[src/rtl/wfa_pkg.sv]
package wfa_pkg;

  // Index of the lowest set bit; zero when the vector is empty.
  function automatic int first_set_idx(input logic [31:0] v);
    int r;
    r = 0;
    for (int k = 31; k >= 0; k--) begin
      if (v[k]) r = k;
    end
    return r;
  endfunction

  // Width of an index field for a count of items (at least one bit).
  function automatic int idx_width(input int count);
    return (count > 1) ? $clog2(count) : 1;
  endfunction

  // Flat position of one request bit: class-major, then ingress, then egress.
  function automatic int req_pos(input int n, input int cls, input int ing, input int egr);
    return (cls * n + ing) * n + egr;
  endfunction

endpackage

[src/rtl/wfa_cell.sv]
module wfa_cell (
  input  logic hunt_i,
  input  logic avail_i,
  input  logic want_i,
  output logic hunt_o,
  output logic avail_o,
  output logic win_o
);
  assign win_o   = hunt_i & avail_i & want_i;
  assign hunt_o  = hunt_i & ~win_o;
  assign avail_o = avail_i & ~win_o;
endmodule

[src/rtl/wfa_array.sv]
module wfa_array #(
  parameter int N = 4
) (
  input  logic [N-1:0]   hunt_in,
  input  logic [N-1:0]   avail_in,
  input  logic [N*N-1:0] want,
  output logic [N*N-1:0] win,
  output logic [N-1:0]   hunt_out,
  output logic [N-1:0]   avail_out
);
  // hrow[i][j] : hunting token entering column j of row i
  // acol[j][i] : available token entering row i of column j
  logic [N:0] hrow [N];
  logic [N:0] acol [N];

  for (genvar i = 0; i < N; i++) begin : g_edge
    assign hrow[i][0] = hunt_in[i];
    assign acol[i][0] = avail_in[i];
    assign hunt_out[i]  = hrow[i][N];
    assign avail_out[i] = acol[i][N];
  end

  for (genvar i = 0; i < N; i++) begin : g_row
    for (genvar j = 0; j < N; j++) begin : g_col
      wfa_cell u_cell (
        .hunt_i  (hrow[i][j]),
        .avail_i (acol[j][i]),
        .want_i  (want[i*N + j]),
        .hunt_o  (hrow[i][j+1]),
        .avail_o (acol[j][i+1]),
        .win_o   (win[i*N + j])
      );
    end
  end
endmodule

[src/rtl/wfa_encode.sv]
module wfa_encode
  import wfa_pkg::*;
#(
  parameter int N  = 4,
  parameter int C  = 2,
  parameter int EW = 2,
  parameter int CW = 1
) (
  input  logic [C*N*N-1:0] grant_all,
  output logic [N-1:0]     vld,
  output logic [N*EW-1:0]  egr,
  output logic [N*CW-1:0]  cls
);
  always_comb begin
    vld = '0;
    egr = '0;
    cls = '0;
    for (int i = 0; i < N; i++) begin
      for (int c = 0; c < C; c++) begin
        if (|grant_all[req_pos(N, c, i, 0) +: N]) begin
          vld[i] = 1'b1;
          egr[i*EW +: EW] = EW'(first_set_idx(32'(grant_all[req_pos(N, c, i, 0) +: N])));
          cls[i*CW +: CW] = CW'(c);
        end
      end
    end
  end
endmodule

[src/rtl/prio_wavefront_arb.sv]
module prio_wavefront_arb
  import wfa_pkg::*;
#(
  parameter int N = 4,
  parameter int C = 2,
  localparam int EW = idx_width(N),
  localparam int CW = idx_width(C)
) (
  input  logic             clk,
  input  logic             rst_n,
  input  logic             start,
  input  logic [C*N*N-1:0] req,
  output logic [N-1:0]     match_vld,
  output logic [N*EW-1:0]  match_egr,
  output logic [N*CW-1:0]  match_cls,
  output logic             done
);
  // Token chain between class arrays; index 0 feeds the top class.
  logic [N-1:0]     hunt_chain  [C+1];
  logic [N-1:0]     avail_chain [C+1];
  logic [C*N*N-1:0] grant_all;
  logic [N-1:0]     hunt_left;
  logic [N-1:0]     avail_left;

  assign hunt_chain[0]  = '1;
  assign avail_chain[0] = '1;

  for (genvar c = 0; c < C; c++) begin : g_cls
    wfa_array #(.N(N)) u_arr (
      .hunt_in   (hunt_chain[c]),
      .avail_in  (avail_chain[c]),
      .want      (req[c*N*N +: N*N]),
      .win       (grant_all[c*N*N +: N*N]),
      .hunt_out  (hunt_chain[c+1]),
      .avail_out (avail_chain[c+1])
    );
  end

  assign hunt_left  = hunt_chain[C];
  assign avail_left = avail_chain[C];

  logic [N-1:0]    nxt_vld;
  logic [N*EW-1:0] nxt_egr;
  logic [N*CW-1:0] nxt_cls;

  wfa_encode #(.N(N), .C(C), .EW(EW), .CW(CW)) u_enc (
    .grant_all (grant_all),
    .vld       (nxt_vld),
    .egr       (nxt_egr),
    .cls       (nxt_cls)
  );

  always_ff @(posedge clk) begin
    if (!rst_n) begin
      match_vld <= '0;
      match_egr <= '0;
      match_cls <= '0;
      done      <= 1'b0;
    end else begin
      done <= start;
      if (start) begin
        match_vld <= nxt_vld;
        match_egr <= nxt_egr;
        match_cls <= nxt_cls;
      end
    end
  end
endmodule

[config.mk]
export PLATFORM = sky130hd
export DESIGN_NAME = prio_wavefront_arb
export DESIGN_NICKNAME = d
export VERILOG_FILES = /design/src/rtl/wfa_pkg.sv /design/src/rtl/wfa_cell.sv /design/src/rtl/wfa_array.sv /design/src/rtl/wfa_encode.sv /design/src/rtl/prio_wavefront_arb.sv
export SDC_FILE = /design/constraint.sdc
export NUM_CORES = 1
export LEC_CHECK = 0
export BUFFER_PORTS_ARGS = -buffer_cell sky130_fd_sc_hd__buf_2
export CORE_ASPECT_RATIO = 1.4
export CORE_MARGIN = 4
export CORE_UTILIZATION = 47
export DETAILED_ROUTE_END_ITERATION = 8
export PLACE_DENSITY = 0.83
export SYNTH_ARGS = -nofsm -noshare
export SYNTH_HDL_FRONTEND = slang
export SYNTH_SLANG_ARGS = --single-unit
[constraint.sdc]
create_clock -name clk -period 2.11 [get_ports clk]
set_input_delay 0.211 -clock clk [delete_from_list [all_inputs] [get_ports clk]]
set_output_delay 0.211 -clock clk [all_outputs]
set_load 0.01 [all_outputs]
==> results of run 1 <==
==> state kept, by name, indices dropped and copies added (netlist names) <==
register	cells
match_cls	4
done	1
match_vld	4
match_egr	8
==> final cells by class <==
type                            instances  area, um2  share of cell area
Tap cell                               40       50.0              0.0193
Inverter                               13       48.8              0.0189
Clock buffer                            4       45.0              0.0174
Timing Repair Buffer                  104        699               0.270
Sequential cell                        17        340               0.132
Multi-Input combinational cell        178       1400               0.543
==> power by group <==
group / internal, mW / switching [mW] / total, mW
clock network: 0.134 / 0.104 / 0.238
registers: 0.345 / 0.0106 / 0.356
logic: 0.234 / 0.263 / 0.497
==> cell families (layout without fill, tap and decap cells) <==
family / after synthesis / after routing / share of synthesized area
compound gates: 89 / 89 / 0.412
buf+inv: 23 / 121 / 0.0594
flops: 17 / 17 / 0.200
simple gates: 89 / 89 / 0.329
==> layout by cell type, fill, tap and decap left out, types with 2 or more instances in the layout <==
cell / count
o21bai_1: 2
nor2_2: 5
dfxtp_1: 17
nor2_1: 9
a21boi_0: 3
a21oi_2: 3
clkbuf_8: 3
nand3_1: 4
nand4_1: 7
o21ai_0: 13
nor2b_1: 6
or2_2: 2
o211ai_2: 2
or4_4: 2
o31ai_1: 3
buf_4: 50
a31oi_2: 2
nand3_2: 2
a41oi_2: 2
inv_1: 13
a21oi_1: 14
o21ai_1: 5
buf_6: 7
or4b_4: 4
o211ai_1: 4
and3_1: 6
o221a_2: 3
buf_2: 46
and2_1: 5
nand2b_1: 6
o211a_1: 2
nand2_1: 16
a311o_1: 2
a31oi_1: 5
==> synthesized netlist by cell type, types with 2 or more instances <==
| cell | instances | area share |
|---|---|---|
| a41oi_1 | 3 | 0.015 |
| clkbuf_1 | 5 | 0.011 |
| and2_1 | 7 | 0.026 |
| o21ai_0 | 16 | 0.047 |
| o21ai_1 | 2 | 0.0059 |
| nand2b_1 | 7 | 0.026 |
| a211oi_2 | 2 | 0.015 |
| o21bai_1 | 2 | 0.0088 |
| nor2b_1 | 6 | 0.022 |
| or2_2 | 2 | 0.0073 |
| or4b_1 | 3 | 0.018 |
| inv_1 | 13 | 0.029 |
| dfxtp_1 | 17 | 0.20 |
| nor2_1 | 14 | 0.031 |
| nand2_1 | 16 | 0.035 |
| and3_1 | 6 | 0.022 |
| nor4_2 | 2 | 0.015 |
| o221a_2 | 3 | 0.020 |
| o31ai_1 | 3 | 0.013 |
| o211a_1 | 2 | 0.012 |
| a31oi_1 | 7 | 0.026 |
| a21oi_1 | 16 | 0.047 |
| a21boi_0 | 4 | 0.018 |
| nand3_1 | 6 | 0.018 |
| nand4_1 | 7 | 0.026 |
| o211ai_1 | 4 | 0.018 |
| a311o_1 | 2 | 0.012 |
| o211ai_2 | 2 | 0.015 |
| buf_2 | 3 | 0.0088 |
==> path summary, 6_finish.rpt <==
path,startpoint,to,slack [ns],cells past startpoint
setup / recovery,req[1],match_egr[2],-0.10,8
hold / removal,rst_n,match_vld[3],0.34,3
setup reg to reg,match_egr[7],match_egr[7],1.26,3
hold reg to reg,match_egr[5],match_egr[5],0.47,2
==> worst reg2reg max path, cell delays in order (launching register included) <==
cell and delay, ns:
dfxtp_1 0.32, nor2b_1 0.18, a21oi_1 0.07, a211oi_2 0.21
==> timing repair <==
item                                   in CTS  in global routing
endpoints found under the hold margin       0                  0
pin swaps                                   7                 27
gates resized for setup                    12                 34
buffers inserted                            1                  4
setup endpoints to repair                   7                 12
==> through the flow <==
step	hold WS [ns]	utilization	TNS, ns
floorplan	0.353	-	-0.489
global placement	0.454	0.679	-2.81
detailed placement	0.465	0.679	-3.62
CTS	0.330	0.708	-0.0233
global route	0.350	0.752	-1.10
finish	0.335	0.752	-0.405
==> layer usage <==
| metal | track usage | up-vias | wire, um |
|---|---|---|---|
| li1 | - | 1049 | - |
| met1 | 0.270 | 1052 | 2350 |
| met2 | 0.469 | 106 | 3360 |
| met3 | 0.0114 | 15 | 371 |
| met4 | 0.120 | 0 | 175 |
| met5 | 0 | - | 0 |
==> impl_metrics.toml, run 1 <==
[timing]
setup-violations-final = 7
worstMarginPinSlew_ns = 0.452
fin_worst_skew_ns = 0
maxSlewHeadroom = 0.699
rsz0062_at_grt = "true"
drv_slew = 0
hold_violations = 0
fin_ws_ns = -0.104
post-route-period-util = 1.05
period_needed_ns = 2.21
fmax_ghz = 0.452

[setup_path]
worstSetupEndpointType = "register"
worstPathCellList = "buf_8, or4_4, o211ai_4, buf_6, nand4_1, buf_4, or4b_4, a41oi_2"
crit_buf_inv = 3
cp_max_fo = 6
worstSetupStartpointType = "input pin"
crit_family = "simple AND/OR/NAND/NOR gates"
max_stage_delay_ns = 0.57
cp.required_ns = 2.28
crit_path_top_delay_cell = "or4_4"
cp.arrival_ns = 2.38
critPathKind = "input pin to register"

[placed_design]
io_buffers = 51
dpl.hpwl_um = 4610
placed_cell_area_um2 = 2330
dp_slack_ns = -0.351
gp_congestion = 0.907
dp_cells = 347

[global_routing]
grt_pass1_vias = 2044
grt_overflow = 0
grt_pass1_wl_um = 9060
antenna_found_initial = 0
grt_usage = 0.248
grt_max_degree = 28

[cts]
cts.clk_slew.worst_paths_ns = 0.06
cts-root-buf = "clkbuf_8"
cts_buffers = 3
cts_htree_levels = 1
cts_sinks = 17
cts_tree = "built"
cts_buffer_depth = 2
holdBufCountCts = 0
clock_latency_ns = 0.24

[synthesis]
yosys.cell_types.count = 65
synth_fp_nets = 253
ys.flop_type = "dfxtp_1"
synth-edff-count = 0
syn_inst = 218
ys_seq_area_frac = 0.200
yosysWarnings = 0
postSynthAreaPerCell_um2 = 7.82
ys_seq_elements = 17
async_flop_share = 0
netlist_area_um2 = 1710

[floorplan]
fp.dieH_um = 79.3
die-width_um = 58.9
die_area_um2 = 4670
rows = 25
start_util = 0.496
core_area_um2 = 3440
ios = 52

[finish]
syn_to_final_growth_pct = 51.7
layout.nets = 352
finalInstanceArea_um2 = 2590
stdcell_count = 356
drive_above_1_share = 0.500
diodes = 0
n_fill_cell = 267

[run]
max-cap-violations = 0

[pwr]
power_density_nw_per_um2 = 421
p_leak_nw = 1.15
power.total_mw = 1.09
ir_worst_vdd_uv = 499

[drt]
routed_wl_um = 6250
drc_errors = 0
avgViaCountPerCell = 6.24
drt_first_pass_iters = 4
wire_per_inst_um = 17.6
vias = 2222
antenna_left = 0
drt_iter0_markers = 124

[run_status]
failed_checks = "setup timing"
outcome = "finished, violations left"

[worst_hold_path]
hp-class = "input pin to register"
Power figures use the tool's default switching activity.
==> inputs of run 2 (changes only) <==
Settings changed: CORE_UTILIZATION 47 to 52, PLACE_DENSITY 0.83 to 0.87.
Clock period 2.11 ns to 2.35 ns, I/O delays scaled along.
==> run 2 against run 1 <==
Effect of this change:
- the flow now finishes without violations
- flip-flop and latch count unchanged
- setup slack improved by 0.24 ns
- wire length decreased by 17%
- critical endpoint is now match_egr[7]
==> impl_metrics.toml, run 2 (synthesized netlist as in run 1, its figures left out) <==
[run_status]
outcome = "finished, final reports clean"

[global_routing]
grt_pass1_wl_um = 8490
grt_usage = 0.248
antenna_found_initial = 0
grt_overflow = 0
grt_pass1_vias = 1917
grt_max_degree = 28

[placed_design]
dp_cells = 336
dpl.hpwl_um = 4320
gp_congestion = 0.944
io_buffers = 51

[pwr]
seqPwrFrac = 0.353
comb_power_share = 0.416
p_leak_nw = 1.04
power_density_nw_per_um2 = 391
ir_worst_vdd_uv = 297
clock_power_share = 0.230
swShare = 0.334
p_sw_mw = 0.301
p_int_mw = 0.601

[drt]
vias = 2077
wire_per_inst_um = 15.3
antenna_left = 0
avgViaCountPerCell = 6.11
drt_iter0_markers = 86
routed_wl_um = 5190
drt_first_pass_iters = 5
drc_errors = 0

[worst_hold_path]
hold_depth = 2
hold_end = "match_egr[4]"
hp-start = "rst_n"
hp-class = "input pin to register"

[timing]
worstMarginPinSlew_ns = 0.673
fmax_ghz = 0.451
maxSlewHeadroom = 0.544
fin_worst_skew_ns = 0
hold_violations = 0
rsz0062_at_grt = "true"
drv_slew = 0
setup-violations-final = 0
final.setup.tns_ns = 0
post-route-period-util = 0.944
period_needed_ns = 2.22

[setup_path]
max_stage_delay_ns = 0.55
startpoint = "req[0]"
worstSetupEndpointType = "register"
r2r_end = "match_egr[7]"
cp.required_ns = 2.52
cp_max_fo = 11
crit_buf_inv = 1
cp.arrival_ns = 2.39
r2r_setup_slack_ns = 1.49
r2r_start = "match_egr[7]"
worstSetupStartpointType = "input pin"
critPathKind = "input pin to register"
reg2reg_depth = 3
crit_family = "compound AO/OA/AOI/OAI gates"
worstPathCellList = "buf_2, or4b_4, o211a_2, o31ai_4, a311o_1, o2111ai_4, a2bb2oi_1, nand4bb_4, a211oi_2"
crit_path_top_delay_cell = "or4b_4"

[cts]
cts.clk_slew.worst_paths_ns = 0.06
cts_tree = "built"
cts_buffer_depth = 2
cts_htree_levels = 1
cts-root-buf = "clkbuf_8"
cts_buffers = 3
clock_latency_ns = 0.25
cts_sinks = 17
post_cts.repair.setup_buffers = 0

[finish]
final_cell_mix = "51 x buf_2, 38 x buf_4, 17 x dfxtp_1"
largest_reg_flops = 8
diodes = 0
reg_top3 = "match_egr x8, match_cls x4, match_vld x4"
top_register = "match_egr"
stdcell_count = 340
drive_above_1_share = 0.399
layout.nets = 337
syn_to_final_growth_pct = 35.4
final_common_cell = "buf_2"

[floorplan]
fp.dieH_um = 75.8
die-width_um = 56.4
rows = 24
core_area_um2 = 3120
ios = 52
die_area_um2 = 4270
start_util = 0.546

[run]
max-cap-violations = 0
## run 2: cell count changes in the layout (fill, tap and decap cells not counted), moves of 3 or more
cell	delta
o21ai_1	-3
o21ai_0	+3
buf_6	-7
buf_2	+5
nor2_1	+4
nor2_2	-4
or4b_1	+3
buf_4	-12
or4b_4	-3
## run 2: worst max path at each step
stage / endpoint / cells after the start
after global placement: match_egr[7] / 9
after CTS: match_vld[3] / 9
after detailed placement: match_vld[3] / 9
after global routing: match_vld[3] / 9
after floorplan: match_egr[7] / 9
final: match_egr[7] / 9
## run 2: layout make-up
type,count,area (um2)
multi-input combinational,178,1280
clock buffer,4,45.0
tap,39,48.8
sequential,17,340
fill,259,815
inverter,13,48.8
timing repair buffer,89,541
## run 2: power by group through the flow
| stage | combinational, mW | sequential (mW) | clock (mW) |
|---|---|---|---|
| 6_report | 0.376 | 0.319 | 0.208 |
| 5_1_grt | 0.411 | 0.321 | 0.225 |
| 4_1_cts | 0.366 | 0.319 | 0.212 |
| 3_5_place_dp | 0.365 | 0.325 | 0 |
| 3_3_place_gp | 0.354 | 0.324 | 0 |
| 2_1_floorplan | 0.199 | 0.335 | 0 |
## run 2: stage by stage
step | utilization | total power, mW | area (um2) | hold slack [ns] | setup WS, ns
2_1_floorplan | - | 0.534 | 1710 | 0.377 | 0.0759
3_3_place_gp | 0.718 | 0.678 | 2240 | 0.453 | -0.0447
3_5_place_dp | 0.718 | 0.689 | 2240 | 0.460 | -0.133
4_1_cts | 0.732 | 0.896 | 2290 | 0.361 | 0.122
5_1_grt | 0.739 | 0.958 | 2310 | 0.377 | -0.0135
6_report | 0.739 | 0.902 | 2310 | 0.362 | 0.132
## run 2: timing repair
action                     in CTS  in global routing
hold buffers                    0                  0
gates resized for setup         0                  4
setup endpoints to repair       0                  5
## run 2: per-layer routing
metal	GRT usage	routed length, um	vias to the layer above	part of all wire
li1	-	-	1019	-
met2	0.479	2670	87	0.51
met4	0.121	180	0	0.035
met3	0.0169	280	25	0.054
met1	0.276	2060	946	0.40
met5	0	0	-	0
==> inputs of run 3 (changes only) <==
Settings changed: MAX_ROUTING_LAYER from default to met4.
==> run 3 against run 2 <==
Effect of this change:
- clock power increased by 3%
- worst hold slack worse by 0.015 ns
- setup slack worse by 0.052 ns
- sequential power hardly changed
- wire length grew 2.8%
- register-to-register slack about the same
- non-clock buffer count is 2 lower
- core utilization shrank 0.68 points
- die area unchanged
- final area fell by 0.92%
- final cell count decreased by 0.59%
- total power up 0.40%
==> impl_metrics.toml, run 3 (synthesized netlist as in run 1, its figures left out) <==
[finish]
syn_to_final_growth_pct = 34.1
largest_reg_flops = 8
reg_top3 = "match_egr x8, match_cls x4, match_vld x4"
final_common_cell = "buf_2"
layout.nets = 335
diodes = 0
top_register = "match_egr"
drive_above_1_share = 0.388
final_cell_mix = "51 x buf_2, 35 x buf_4, 17 x dfxtp_1"

[pwr]
p_leak_nw = 1.04
ir_worst_vdd_uv = 388
power_density_nw_per_um2 = 396
seqPwrFrac = 0.352
p_int_mw = 0.599
comb_power_share = 0.411
clock_power_share = 0.237
p_sw_mw = 0.307
swShare = 0.339

[timing]
fin_worst_skew_ns = 0
period_needed_ns = 2.27
final.setup.tns_ns = 0
hold_violations = 0
fin_ws_ns = 0.0802
setup-violations-final = 0
drv_slew = 0
post-route-period-util = 0.966
maxSlewHeadroom = 0.538
fmax_ghz = 0.441
rsz0062_at_grt = "false"
worstMarginPinSlew_ns = 0.682

[cts]
cts_buffer_depth = 2
cts_buffers = 3
holdBufCountCts = 0
clock_latency_ns = 0.25
cts-root-buf = "clkbuf_8"
cts.clk_slew.worst_paths_ns = 0.06
ctsResizeCount = 0
cts_sinks = 17
cts_htree_levels = 1
cts_tree = "built"
post_cts.repair.setup_buffers = 0

[placed_design]
gp_congestion = 0.991
dp_slack_ns = -0.123
dpl.hpwl_um = 4420
io_buffers = 51

[floorplan]
core_area_um2 = 3120
ios = 52
die-width_um = 56.4
start_util = 0.546
rows = 24
fp.dieH_um = 75.8
die_area_um2 = 4270

[drt]
vias = 2106
drt_iter0_markers = 91
drc_errors = 0
routed_wl_um = 5330
drt_first_pass_iters = 4
avgViaCountPerCell = 6.23
wire_per_inst_um = 15.8
antenna_left = 0

[run]
max-cap-violations = 0

[run_status]
outcome = "finished, final reports clean"

[setup_path]
cp_max_fo = 11
cp.arrival_ns = 2.45
cp.required_ns = 2.53
worstSetupStartpointType = "input pin"
critPathKind = "input pin to register"
worstSetupEndpointType = "register"

[global_routing]
grt_max_degree = 28
grt_pass1_vias = 2010
grt_pass1_wl_um = 8820
grt_overflow = 0
antenna_found_initial = 0
grt_usage = 0.264

[worst_hold_path]
hp-class = "input pin to register"
## run 3: cell count changes in the layout (fill, tap and decap cells not counted)
cell,delta
buf_4,-3
a31oi_1,+1
a31oi_2,-1
and2_1,+1
and2_2,-1
buf_12,+1
o2111ai_2,+1
o2111ai_4,-1
## run 3: cell type report
cell class | count | area, um2
clock buffer | 4 | 45.0
tap | 39 | 48.8
multi-input combinational | 178 | 1270
timing repair buffer | 87 | 538
sequential | 17 | 340
inverter | 13 | 48.8
fill | 256 | 836
## run 3: power by group through the flow
stage	clock network (mW)	logic, mW	registers [mW]
finish	0.215	0.372	0.319
global route	0.231	0.406	0.321
CTS	0.216	0.367	0.319
detailed placement	0	0.366	0.325
global placement	0	0.356	0.324
floorplan	0	0.199	0.335
## run 3: final timing paths
| check | slack, ns | end | from | cells after the start |
|---|---|---|---|---|
| worst max-delay path | 0.08 | match_vld[3] | req[0] | 9 |
| worst min-delay path | 0.35 | match_egr[4] | rst_n | 2 |
| worst max register to register | 1.49 | match_egr[7] | match_egr[7] | 3 |
| worst min register to register | 0.48 | match_egr[5] | match_egr[5] | 2 |
## run 3: worst max-delay path: stages
cell,delay [ns]
buf_2,0.15
or4b_1,0.60
a22oi_2,0.28
and3_1,0.22
nand3_1,0.11
a31oi_1,0.29
o21ai_0,0.18
and2_1,0.20
a31oi_1,0.17
## run 3: per-stage QoR
step | utilization | total power, mW | cell area, um2 | cells | hold slack [ns]
3_3_place_gp | 0.717 | 0.679 | 2240 | 334 | 0.453
2_1_floorplan | - | 0.534 | 1710 | 218 | 0.377
3_5_place_dp | 0.717 | 0.691 | 2240 | 334 | 0.473
4_1_cts | 0.732 | 0.902 | 2280 | 338 | 0.346
6_report | 0.732 | 0.906 | 2290 | 338 | 0.347
5_1_grt | 0.732 | 0.958 | 2290 | 338 | 0.362
## run 3: metal layers
layer	vias to the layer above	GRT usage	routed length (um)
met3	24	0.0322	322
met2	98	0.492	2760
met4	0	0.137	224
li1	1013	-	-
met5	-	-	0
met1	971	0.273	2020
